## src/rtl/dual_gpio_regs.sv

```systemverilog
module dual_gpio_regs #(
  parameter int W1 = 32,
  parameter int W2 = 32,
  parameter int ADDR_W = 9,
  parameter logic [W1-1:0] LVL1_RST = '0,
  parameter logic [W1-1:0] DIR1_RST = '1,
  parameter logic [W2-1:0] LVL2_RST = '0,
  parameter logic [W2-1:0] DIR2_RST = '1
) (
  input  logic              clk,
  input  logic              rst_n,
  input  logic              wr_en,
  input  logic [ADDR_W-1:0] addr,
  input  logic [31:0]       wdata,
  output logic [31:0]       rdata,
  input  logic [W1-1:0]     ch1_in,
  output logic [W1-1:0]     ch1_out,
  output logic [W1-1:0]     ch1_oe,
  input  logic [W2-1:0]     ch2_in,
  output logic [W2-1:0]     ch2_out,
  output logic [W2-1:0]     ch2_oe,
  output logic              irq
);
  localparam logic [ADDR_W-1:0] A_LVL1 = ADDR_W'(12'h000);
  localparam logic [ADDR_W-1:0] A_DIR1 = ADDR_W'(12'h004);
  localparam logic [ADDR_W-1:0] A_LVL2 = ADDR_W'(12'h008);
  localparam logic [ADDR_W-1:0] A_DIR2 = ADDR_W'(12'h00C);
  localparam logic [ADDR_W-1:0] A_GEN  = ADDR_W'(12'h11C);
  localparam logic [ADDR_W-1:0] A_PEND = ADDR_W'(12'h120);
  localparam logic [ADDR_W-1:0] A_ENA  = ADDR_W'(12'h128);

  logic [W1-1:0] lvl1, dir1, m1a, m1b, old1;
  logic [W2-1:0] lvl2, dir2, m2a, m2b, old2;
  logic          gen;
  logic [1:0]    ena, pend, moved;

  assign moved   = {|((m2b ^ old2) & dir2), |((m1b ^ old1) & dir1)};
  assign ch1_out = lvl1;
  assign ch1_oe  = ~dir1;
  assign ch2_out = lvl2;
  assign ch2_oe  = ~dir2;
  assign irq     = gen & |(pend & ena);

  wire wr_pend = wr_en && addr == A_PEND;

  always_ff @(posedge clk) begin
    if (!rst_n) begin
      lvl1 <= LVL1_RST; dir1 <= DIR1_RST;
      lvl2 <= LVL2_RST; dir2 <= DIR2_RST;
      m1a <= '0; m1b <= '0; old1 <= '0;
      m2a <= '0; m2b <= '0; old2 <= '0;
      gen <= 1'b0; ena <= '0; pend <= '0;
    end else begin
      m1a <= ch1_in; m1b <= m1a; old1 <= m1b;
      m2a <= ch2_in; m2b <= m2a; old2 <= m2b;
      if (wr_en) begin
        case (addr)
          A_LVL1: lvl1 <= wdata[W1-1:0];
          A_DIR1: dir1 <= wdata[W1-1:0];
          A_LVL2: lvl2 <= wdata[W2-1:0];
          A_DIR2: dir2 <= wdata[W2-1:0];
          A_GEN:  gen  <= wdata[31];
          A_ENA:  ena  <= wdata[1:0];
          default: ;
        endcase
      end
      pend <= (pend & ~(wr_pend ? wdata[1:0] : 2'b00)) | moved;
    end
  end

  always_comb begin
    case (addr)
      A_LVL1:  rdata = 32'((m1b & dir1) | (lvl1 & ~dir1));
      A_DIR1:  rdata = 32'(dir1);
      A_LVL2:  rdata = 32'((m2b & dir2) | (lvl2 & ~dir2));
      A_DIR2:  rdata = 32'(dir2);
      A_GEN:   rdata = {gen, 31'd0};
      A_PEND:  rdata = {30'd0, pend};
      A_ENA:   rdata = {30'd0, ena};
      default: rdata = 32'd0;
    endcase
  end


  chg_sets_pend_chk: assert property (@(posedge clk) disable iff (!rst_n)
    moved[0] |=> pend[0]);


  w1c_clears_chk: assert property (@(posedge clk) disable iff (!rst_n)
    (wr_pend && wdata[0] && !moved[0]) |=> !pend[0]);


  pend_sticky_chk: assert property (@(posedge clk) disable iff (!rst_n)
    (pend[1] && !(wr_pend && wdata[1])) |=> pend[1]);


  lvl_drives_pin_chk: assert property (@(posedge clk) disable iff (!rst_n)
    (wr_en && addr == A_LVL1) |=> ch1_out == $past(wdata[W1-1:0]));


  gen_off_quiet_chk: assert property (@(posedge clk) disable iff (!rst_n)
    (wr_en && addr == A_GEN && !wdata[31]) |=> !irq);
endmodule

```

## config.mk

```make
export PLATFORM = sky130hd
export DESIGN_NAME = dual_gpio_regs
export DESIGN_NICKNAME = d
export VERILOG_FILES = /design/src/rtl/dual_gpio_regs.sv
export SDC_FILE = /design/constraint.sdc
export NUM_CORES = 1
export LEC_CHECK = 0
export BUFFER_PORTS_ARGS = -buffer_cell sky130_fd_sc_hd__buf_2
export CAP_MARGIN = 5
export CORE_UTILIZATION = 58
export DETAILED_ROUTE_END_ITERATION = 12
export MAX_ROUTING_LAYER = met4
export PLACE_DENSITY = 0.81
export SKIP_CTS_REPAIR_TIMING = 1
export SYNTH_ARGS = -nofsm -noshare
export SYNTH_HDL_FRONTEND = slang
export SYNTH_SLANG_ARGS = --single-unit
```

## constraint.sdc

```tcl
create_clock -name clk -period 2.45 [get_ports clk]
set_clock_uncertainty 0.05 [all_clocks]
set_input_delay 0.1225 -clock clk [delete_from_list [all_inputs] [get_ports clk]]
set_output_delay 0.1225 -clock clk [all_outputs]
set_load 0.1 [all_outputs]
```

==> results of run 1 <==
## layer usage
metal / vias to the layer above / wire length, um / share of wire / global-route usage
li1: 5239 / - / - / -
met1: 5368 / 15500 / 0.38 / 0.447
met2: 707 / 19200 / 0.47 / 0.563
met3: 125 / 4070 / 0.10 / 0.0762
met4: 0 / 2120 / 0.052 / 0.169
met5: - / 0 / 0 / -
## flip-flops by register name, indices dropped and copies added, names as in the netlist
signal and flops:
ch1_out 32, pend 2, m1a 32, old2 32
dir1 32, old1 32, gen 1, m2b 32
ena 2, m2a 32, ch2_out 32, dir2 32
m1b 32
## layout by cell type (no fill, tap or decap), types with 34 or more instances in the layout
cell type	count
xnor2_1	56
nand2_1	255
a21oi_1	94
dfxtp_1	325
buf_12	41
buf_2	235
and2_1	192
inv_1	68
o211ai_1	64
o21ai_0	34
dlygate4sd3_1	99
## cell type report
| class | count | area (um2) |
|---|---|---|
| fill | 1328 | 4040 |
| inverter | 69 | 259 |
| clock buffer | 46 | 912 |
| timing repair buffer | 388 | 3090 |
| tap | 270 | 338 |
| multi-input combinational | 880 | 5230 |
| sequential | 325 | 6510 |
| clock inverter | 11 | 121 |
## tightest hold or removal path: cells and delay by family
kind                   cells  cell delay (ps)
AND/OR/NAND/NOR            2              280
AO/OA/AOI/OAI              1               50
buffers and inverters      1              130
## through the flow
| stage | power (mW) | instance area [um2] | instances |
|---|---|---|---|
| floorplan | 5.92 | 12400 | 1366 |
| global placement | 6.18 | 14400 | 1833 |
| detailed placement | 6.19 | 14400 | 1833 |
| CTS | 10.9 | 15500 | 1890 |
| global route | 11.4 | 16500 | 1989 |
| finish | 11.0 | 16500 | 1989 |
## worst max-delay path by stage
stage | from | end | slack [ps] | cells after the start
finish | addr[7] | rdata[12] | 220 | 8
global route | addr[7] | rdata[10] | 180 | 8
CTS | addr[7] | rdata[10] | 240 | 8
detailed placement | addr[7] | rdata[10] | 250 | 8
global placement | addr[7] | rdata[10] | 260 | 8
floorplan | addr[7] | rdata[10] | -340 | 6
## Yosys cell counts, drive strengths merged (29+ instances only)
master	n
dfxtp	325
nand2	255
and2	192
a21oi	94
inv	68
o211ai	64
o21ai	63
clkbuf	58
xnor2	56
buf	34
o22ai	30
a211oi	29
o2111ai	29
## power by group through the flow
stage	registers [mW]	logic (mW)	clock network, mW
after floorplan	5.58	0.333	0
after global placement	5.60	0.577	0
after detailed placement	5.61	0.586	0
after CTS	5.49	0.593	4.82
after global routing	5.50	0.776	5.08
final	5.49	0.735	4.81
## cell families after synthesis
logic type / synth area share
AO/OA/AOI/OAI: 0.167
XOR/XNOR: 0.0456
buffers and inverters: 0.0544
flip-flops: 0.530
multiplexers: 0.00652
AND/OR/NAND/NOR: 0.197
==> impl_metrics.yaml, run 1 <==
run_status:
  status: "completed"
drt:
  drt_wl_total_um: 40900
  detail-route-antenna-nets: 0
  drc: 0
  drtIter0Drc: 1154
  num_vias: 11400
  avgViaCountPerCell: 5.75
  routedWlPerCell_um: 20.5
  drtPass1Iterations: 6
setup_path:
  critical-path-slowest-cell: "or4_4"
  cp_common_cell: "buf_12"
  path_cells: "buf_2, or2_0, or4_4, nor2_4, buf_12, a211oi_1, o21ai_2, buf_12"
  rr_worst_depth: 5
  cp-start-kind: "primary input"
  crit_buf_inv: 3
  r2r_end: "pend[0]"
  critPathMaxFanout: 58
  reg2reg_slack_ps: 670
  crit_arrival_ps: 2060
  r2r-start: "m1b[17]"
  cp-end-kind: "output pin"
  critical-path-max-stage-delay_ps: 510
  critical-path-top-delay-family: "simple AND/OR/NAND/NOR gates"
  critPathKind: "primary input to output pin"
  required_ps: 2280
logic_synthesis:
  ys_seq_area_frac: 0.530
  syn_area_um2: 12300
  synth_flop_cell: "dfxtp_1"
  postSynthAreaPerCell_um2: 8.99
  synth_edf_count: 0
  yosysTopAreaCell: "dfxtp_1"
  synth_area_leaders: "dfxtp_1, and2_1, nand2_1, xnor2_1, o211ai_1"
  ys_ff_latch: 325
  synthCells: 1366
  synth_warnings: 0
  synthDominantCellAreaShare: 0.530
  synth_cell_type_count: 42
  async_flop_share: 0
  syn_nets: 1474
place:
  gp_routability_congestion: 0.996
  preCtsSetupSlack_ps: 248
  port_buffers: 268
  post-dp-hpwl_um: 27000
floorplan:
  core_area_um2: 20500
  dieWidth_um: 148
  fp.dieH_um: 148
  rows: 52
  die_area_um2: 21800
  start_util: 0.599
  num_io_pins: 269
pwr:
  ir_drop_uv: 632
  p_sw_frac: 0.226
  power.density_nw_per_um2: 671
  p_leak_nw: 7.18
  p_sw_mw: 2.49
  p_comb_frac: 0.067
  p_clk_frac: 0.436
  p_seq_frac: 0.498
  power.internal_mw: 8.55
timing:
  slew_viol_final: 0
  relSlewSlack: 0.412
  finalSetupViolations: 0
  worstMarginPinSlew_ps: 882
  rsz0062_at_grt: "false"
  finalHoldViolations: 0
  fin_ws_ps: 221
  fin_crit_sh: 0.910
  hold_slack_ps: 35.0
  final.setup.tns_ps: 0
  fmax_ghz: 0.449
  period_needed_ps: 2230
grt:
  grt_overflow: 0
  grt.total_usage: 0.361
  grt_pass1_vias: 10300
  antenna_found_initial: 0
  grt_max_degree: 256
  grt_pass1_wl_um: 58800
layout:
  syn2layout_area_growth_pct: 34.0
  fin_nets: 1803
  utilization: 0.803
  drive_gt1_frac: 0.220
  n_antenna_cell: 0
clocking:
  ctsLongestPathBuffers: 3
  cts-buffers-inserted: 31
  cts_sinks: 325
  clk_pin_slew_ps: 60
  clk-insertion-delay-late_ps: 560
  cts_tree: "yes"
  root_buffer: "clkbuf_16"
  htree_num_levels: 1
hold_path:
  hp-class: "primary input to flop"
  worstHoldStart: "addr[8]"
  hold_path_depth: 4
  min_to: "gen"
job:
  maxCapViolCount: 0
No activity file was read; power rests on OpenSTA's default activity.
==> run 2, diff against run 1 <==
--- a/config.mk
+++ b/config.mk
@@ -5,12 +5,14 @@
 export SDC_FILE = /design/constraint.sdc
 export NUM_CORES = 1
 export LEC_CHECK = 0
+export ABC_AREA = 1
 export BUFFER_PORTS_ARGS = -buffer_cell sky130_fd_sc_hd__buf_2
 export CAP_MARGIN = 5
-export CORE_UTILIZATION = 58
+export CORE_UTILIZATION = 59
+export CTS_CLUSTER_SIZE = 28
 export DETAILED_ROUTE_END_ITERATION = 12
 export MAX_ROUTING_LAYER = met4
-export PLACE_DENSITY = 0.81
+export PLACE_DENSITY = 0.83
 export SKIP_CTS_REPAIR_TIMING = 1
 export SYNTH_ARGS = -nofsm -noshare
 export SYNTH_HDL_FRONTEND = slang
==> run 2 against run 1 <==
  * Fmax grew 0.11%
  * Register-to-register slack gained 240 ps
  * Largest cell class unchanged
  * Wire length shrank 7.7%
  * Cell area grew 6.2%
  * Worst setup slack gained 2.5 ps
  * Critical path depth grew 3
  * Combinational power grew 2%
  * Total power shrank 0.23%
==> impl_metrics.yaml, run 2 <==
setup_path:
  r2r_end: "pend[1]"
  crit_arrival_ps: 2050
  crit_buf_inv: 5
  critical-path-max-stage-delay_ps: 570
  r2r-start: "m2b[5]"
  critPathKind: "primary input to output pin"
  critical-path-slowest-cell: "inv_2"
  cp-start-kind: "primary input"
  critPathMaxFanout: 19
  cp-end-kind: "output pin"
  path_cells: "buf_2, inv_1, nand2_2, nor2_4, nand3_4, inv_2, nand2_2, inv_2, nand2_1, o2111ai_2, buf_12"
  rr_worst_depth: 9
  required_ps: 2280
  critical-path-top-delay-family: "buffers and inverters"
  reg2reg_slack_ps: 910
logic_synthesis:
  async_flop_share: 0
  synthDominantCellAreaShare: 0.495
  synth_edf_count: 0
  synth_warnings: 0
  ys_seq_area_frac: 0.495
  syn_area_um2: 13100
  synthTopCellsByCount: "nand2_1, inv_1, dfxtp_1"
  synth.most_common_cell: "nand2_1"
  synth_flop_cell: "dfxtp_1"
  synthCells: 1849
  yosysTopAreaCell: "dfxtp_1"
  ys_ff_latch: 325
  synth_cell_type_count: 24
  syn_nets: 1957
  synth_area_leaders: "dfxtp_1, nand2_1, inv_1, o21ai_0, o211ai_1"
  postSynthAreaPerCell_um2: 7.11
grt:
  grt_pass1_wl_um: 53300
  antenna_found_initial: 2
  grt_overflow: 0
  grt.total_usage: 0.304
  grt_pass1_vias: 11300
  grt_max_degree: 97
pwr:
  p_clk_frac: 0.434
  p_leak_nw: 9.55
  power.density_nw_per_um2: 630
  p_sw_mw: 2.46
  ir_drop_uv: 470
  p_seq_frac: 0.498
  p_comb_frac: 0.068
  power.internal_mw: 8.55
  p_sw_frac: 0.224
hold_path:
  min_to: "gen"
  worstHoldStart: "addr[2]"
  hold_path_depth: 5
  hp-class: "primary input to flop"
place:
  port_buffers: 268
  post-dp-hpwl_um: 24200
  gp_routability_congestion: 0.887
  preCtsSetupSlack_ps: 339
layout:
  fin_nets: 2318
  syn2layout_area_growth_pct: 33.0
  final_common_cell: "nand2_1"
  layout_common_cells: "nand2_1, inv_1, dfxtp_1"
  drive_gt1_frac: 0.175
timing:
  final.setup.tns_ps: 0
  finalHoldViolations: 0
  fin_crit_sh: 0.909
  slew_viol_final: 0
  fin_ws_ps: 224
  hold_slack_ps: 15.3
  finalSetupViolations: 0
  rsz0062_at_grt: "false"
  period_needed_ps: 2230
  worstMarginPinSlew_ps: 706
  fmax_ghz: 0.449
  relSlewSlack: 0.529
clocking:
  ctsLongestPathBuffers: 3
  htree_num_levels: 1
  cts_tree: "yes"
  root_buffer: "clkbuf_16"
  cts_sinks: 325
  clk_pin_slew_ps: 60
  clk-insertion-delay-late_ps: 550
  cts-buffers-inserted: 31
floorplan:
  core_area_um2: 21800
  die_area_um2: 22900
  num_io_pins: 269
  start_util: 0.602
  rows: 54
  fp.dieH_um: 151
  dieWidth_um: 151
drt:
  drtIter0Drc: 887
  num_vias: 13000
  drtPass1Iterations: 6
  avgViaCountPerCell: 5.18
  detail-route-antenna-nets: 0
  drt_wl_total_um: 37700
  drc: 0
  routedWlPerCell_um: 15.0
job:
  maxCapViolCount: 0
run_status:
  status: "completed"
==> run 2: changes by cell type after synthesis, sizes merged, moves of 56 or more <==
cell / delta
o21ai: +72
nand3: +66
nand2: +333
and2: -192
inv: +372
xnor2: -56
==> run 2: area by class of cell <==
type	instances	area, um2
tap	280	350
sequential	325	6510
clock buffer	45	888
inverter	440	1650
timing repair buffer	400	3140
clock inverter	10	125
antenna	2	5.00
multi-input combinational	1012	4820
fill	1440	4340
==> run 2: power by group through the flow <==
stage,Combinational (mW),Sequential (mW),Clock (mW)
6_report,0.748,5.49,4.78
5_1_grt,0.834,5.50,5.05
4_1_cts,0.603,5.49,4.81
3_5_place_dp,0.595,5.61,0
3_3_place_gp,0.578,5.60,0
2_1_floorplan,0.364,5.60,0
==> run 2: through the flow <==
step | cell area (um2) | total power [mW] | utilization | std cells
CTS | 16400 | 10.9 | 0.750 | 2402
global route | 17500 | 11.4 | 0.801 | 2514
finish | 17500 | 11.0 | 0.801 | 2514
global placement | 15400 | 6.18 | 0.704 | 2347
detailed placement | 15400 | 6.20 | 0.704 | 2347
floorplan | 13300 | 5.96 | - | 1849
==> run 2: tightest hold or removal path: stages <==
cell,delay [ps]
buf_2,110
nand2_1,90
inv_1,80
nand3_1,90
a21oi_1,70
==> run 2: how the worst max path moves through the flow <==
| stage | slack [ps] | endpoint | from | cells past startpoint |
|---|---|---|---|---|
| final | 220 | rdata[16] | addr[7] | 11 |
| after global routing | 120 | rdata[16] | addr[7] | 11 |
| after CTS | 340 | rdata[3] | addr[7] | 11 |
| after detailed placement | 340 | rdata[3] | addr[7] | 11 |
| after global placement | 410 | rdata[20] | addr[6] | 11 |
| after floorplan | -30 | rdata[0] | ch1_out[0] | 6 |
==> run 2: per-layer routing <==
metal  vias to the layer above  routed length, um  GRT usage
met1                      5930              14500      0.356
met2                       620              18600      0.507
met3                       140               3040     0.0506
li1                       6321                  -          -
met5                         -                  0          -
met4                         0               1610      0.144
==> run 2: kinds of logic (layout without fill, tap and decap cells) <==
logic type,count (synthesis),after routing,synth area share
buf+inv,512,895,0.152
compound gates,298,298,0.134
other cells,0,2,0
simple gates,714,714,0.219
flops,325,325,0.495
==> run 3, diff against run 2 <==
--- a/config.mk
+++ b/config.mk
@@ -5,14 +5,13 @@
 export SDC_FILE = /design/constraint.sdc
 export NUM_CORES = 1
 export LEC_CHECK = 0
-export ABC_AREA = 1
 export BUFFER_PORTS_ARGS = -buffer_cell sky130_fd_sc_hd__buf_2
 export CAP_MARGIN = 5
-export CORE_UTILIZATION = 59
+export CORE_UTILIZATION = 58
 export CTS_CLUSTER_SIZE = 28
 export DETAILED_ROUTE_END_ITERATION = 12
 export MAX_ROUTING_LAYER = met4
-export PLACE_DENSITY = 0.83
+export PLACE_DENSITY = 0.82
 export SKIP_CTS_REPAIR_TIMING = 1
 export SYNTH_ARGS = -nofsm -noshare
 export SYNTH_HDL_FRONTEND = slang
==> run 3 against run 2 <==
  * Sequential power hardly changed
  * Clock power is 0.8% higher
  * Total power is 0.38% higher
  * Die area is 4.8% lower
  * Utilization is 0.33 points higher
  * Clock-buffer cell count is 3 higher
  * Fmax is 0.40% higher
  * Register-to-register slack worse by 240 ps
  * Non-clock buffer count is 9 lower
  * First-iteration DRC count is 28% higher
  * Final cell count is 21% lower
  * Critical path depth is 3 lower
  * Critical endpoint is now rdata[10]
  * Highest routed layer unchanged
==> impl_metrics.yaml, run 3 (synthesis gave the netlist of run 1 again) <==
run_status:
  status: "completed"
drt:
  routedWlPerCell_um: 20.8
  detail-route-antenna-nets: 0
  num_vias: 11600
  drtIter0Drc: 1137
  drt_wl_total_um: 41500
  drtPass1Iterations: 6
  drc: 0
  avgViaCountPerCell: 5.80
grt:
  grt_pass1_vias: 10400
  antenna_found_initial: 2
  grt_max_degree: 127
  grt.total_usage: 0.366
  grt_pass1_wl_um: 58800
  grt_overflow: 0
layout:
  fin_area_um2: 16500
  layout_common_cells: "dfxtp_1, nand2_1, buf_2"
  drive_gt1_frac: 0.220
  fillers: 1291
  fin_nets: 1809
  final_common_cell: "dfxtp_1"
  seqCellArea_um2: 6510
  syn2layout_area_growth_pct: 34.2
  multi_input_area_um2: 5230
place:
  gp_routability_congestion: 0.944
  port_buffers: 268
  preCtsSetupSlack_ps: 260
  place_area_um2: 14400
  post-dp-hpwl_um: 27800
job:
  maxCapViolCount: 0
timing:
  finalSetupViolations: 0
  period_needed_ps: 2220
  fmax_ghz: 0.451
  finalHoldViolations: 0
  fin_ws_ps: 233
  fin_crit_sh: 0.905
  slew_viol_final: 0
  relSlewSlack: 0.646
  rsz0062_at_grt: "false"
  worstMarginPinSlew_ps: 526
clocking:
  clk_pin_slew_ps: 60
  cts_tree: "yes"
  root_buffer: "clkbuf_16"
  htree_num_levels: 2
  cts-buffers-inserted: 34
  clk-insertion-delay-late_ps: 520
  ctsLongestPathBuffers: 3
  cts_sinks: 325
floorplan:
  rows: 52
  core_area_um2: 20500
  die_area_um2: 21800
  num_io_pins: 269
  start_util: 0.599
  dieWidth_um: 148
  fp.dieH_um: 148
setup_path:
  required_ps: 2280
  critPathMaxFanout: 58
  cp-start-kind: "primary input"
  cp-end-kind: "output pin"
  critPathKind: "primary input to output pin"
  crit_arrival_ps: 2040
pwr:
  power_mw: 11.1
  ir_drop_uv: 496
  p_leak_nw: 7.19
  power.density_nw_per_um2: 671
hold_path:
  hp-class: "primary input to flop"
-- run 3: changes by cell type in the layout (fill, tap and decap cells not counted), sizes merged, moves of 10 or more --
cell         before  now
nor2             36    7
nand3            73    7
o22ai             0   30
and2              0  192
o21ai           135   63
nand2           588  255
dlygate4sd3     110  100
inv             440   69
a21oi            70   94
a211oi            0   29
xnor2             0   56
-- run 3: layout make-up --
class,count,share of cell area
sequential,325,0.395
multi-input combinational,880,0.317
timing repair buffer,391,0.188
clock buffer,48,0.0579
tap,270,0.0205
inverter,69,0.0157
clock inverter,10,0.00524
antenna,2,0.000304
-- run 3: per-stage QoR --
stage / setup TNS, ps / cells / hold WS, ps / utilization
2_1_floorplan: -344 / 1366 / 200 / -
3_3_place_gp: 0 / 1835 / 277 / 0.704
3_5_place_dp: 0 / 1835 / 281 / 0.704
4_1_cts: 0 / 1893 / -253 / 0.755
5_1_grt: 0 / 1995 / 120 / 0.804
6_report: 0 / 1995 / 93.4 / 0.804
-- run 3: power breakdown --
| group | leakage (nW) | switching, mW | internal [mW] |
|---|---|---|---|
| Combinational | 4.03 | 0.393 | 0.351 |
| Sequential | 2.65 | 0.0799 | 5.42 |
| Clock | 0.509 | 2.08 | 2.74 |
| Total | 7.19 | 2.55 | 8.51 |
-- run 3: final timing paths --
| check | startpoint | endpoint | slack, ps | cells after the start |
|---|---|---|---|---|
| max | addr[7] | rdata[10] | 230 | 8 |
| min | addr[8] | gen | 90 | 4 |
| max reg2reg | m2b[21] | pend[1] | 670 | 5 |
| min reg2reg | m1a[24] | m1b[24] | 380 | 1 |
-- run 3: worst max-delay path: stages --
cell and delay (ps):
buf_2 120, or2_0 290, or4_4 500, nor2_4 150
buf_12 280, a211oi_1 120, o21ai_1 240, buf_12 210
-- run 3: layer usage --
| metal | global-route usage | up-vias | part of all wire |
|---|---|---|---|
| li1 | - | 5249 | - |
| met1 | 0.444 | 5421 | 0.37 |
| met2 | 0.564 | 734 | 0.46 |
| met3 | 0.0802 | 165 | 0.10 |
| met4 | 0.207 | 0 | 0.066 |
| met5 | - | - | 0 |
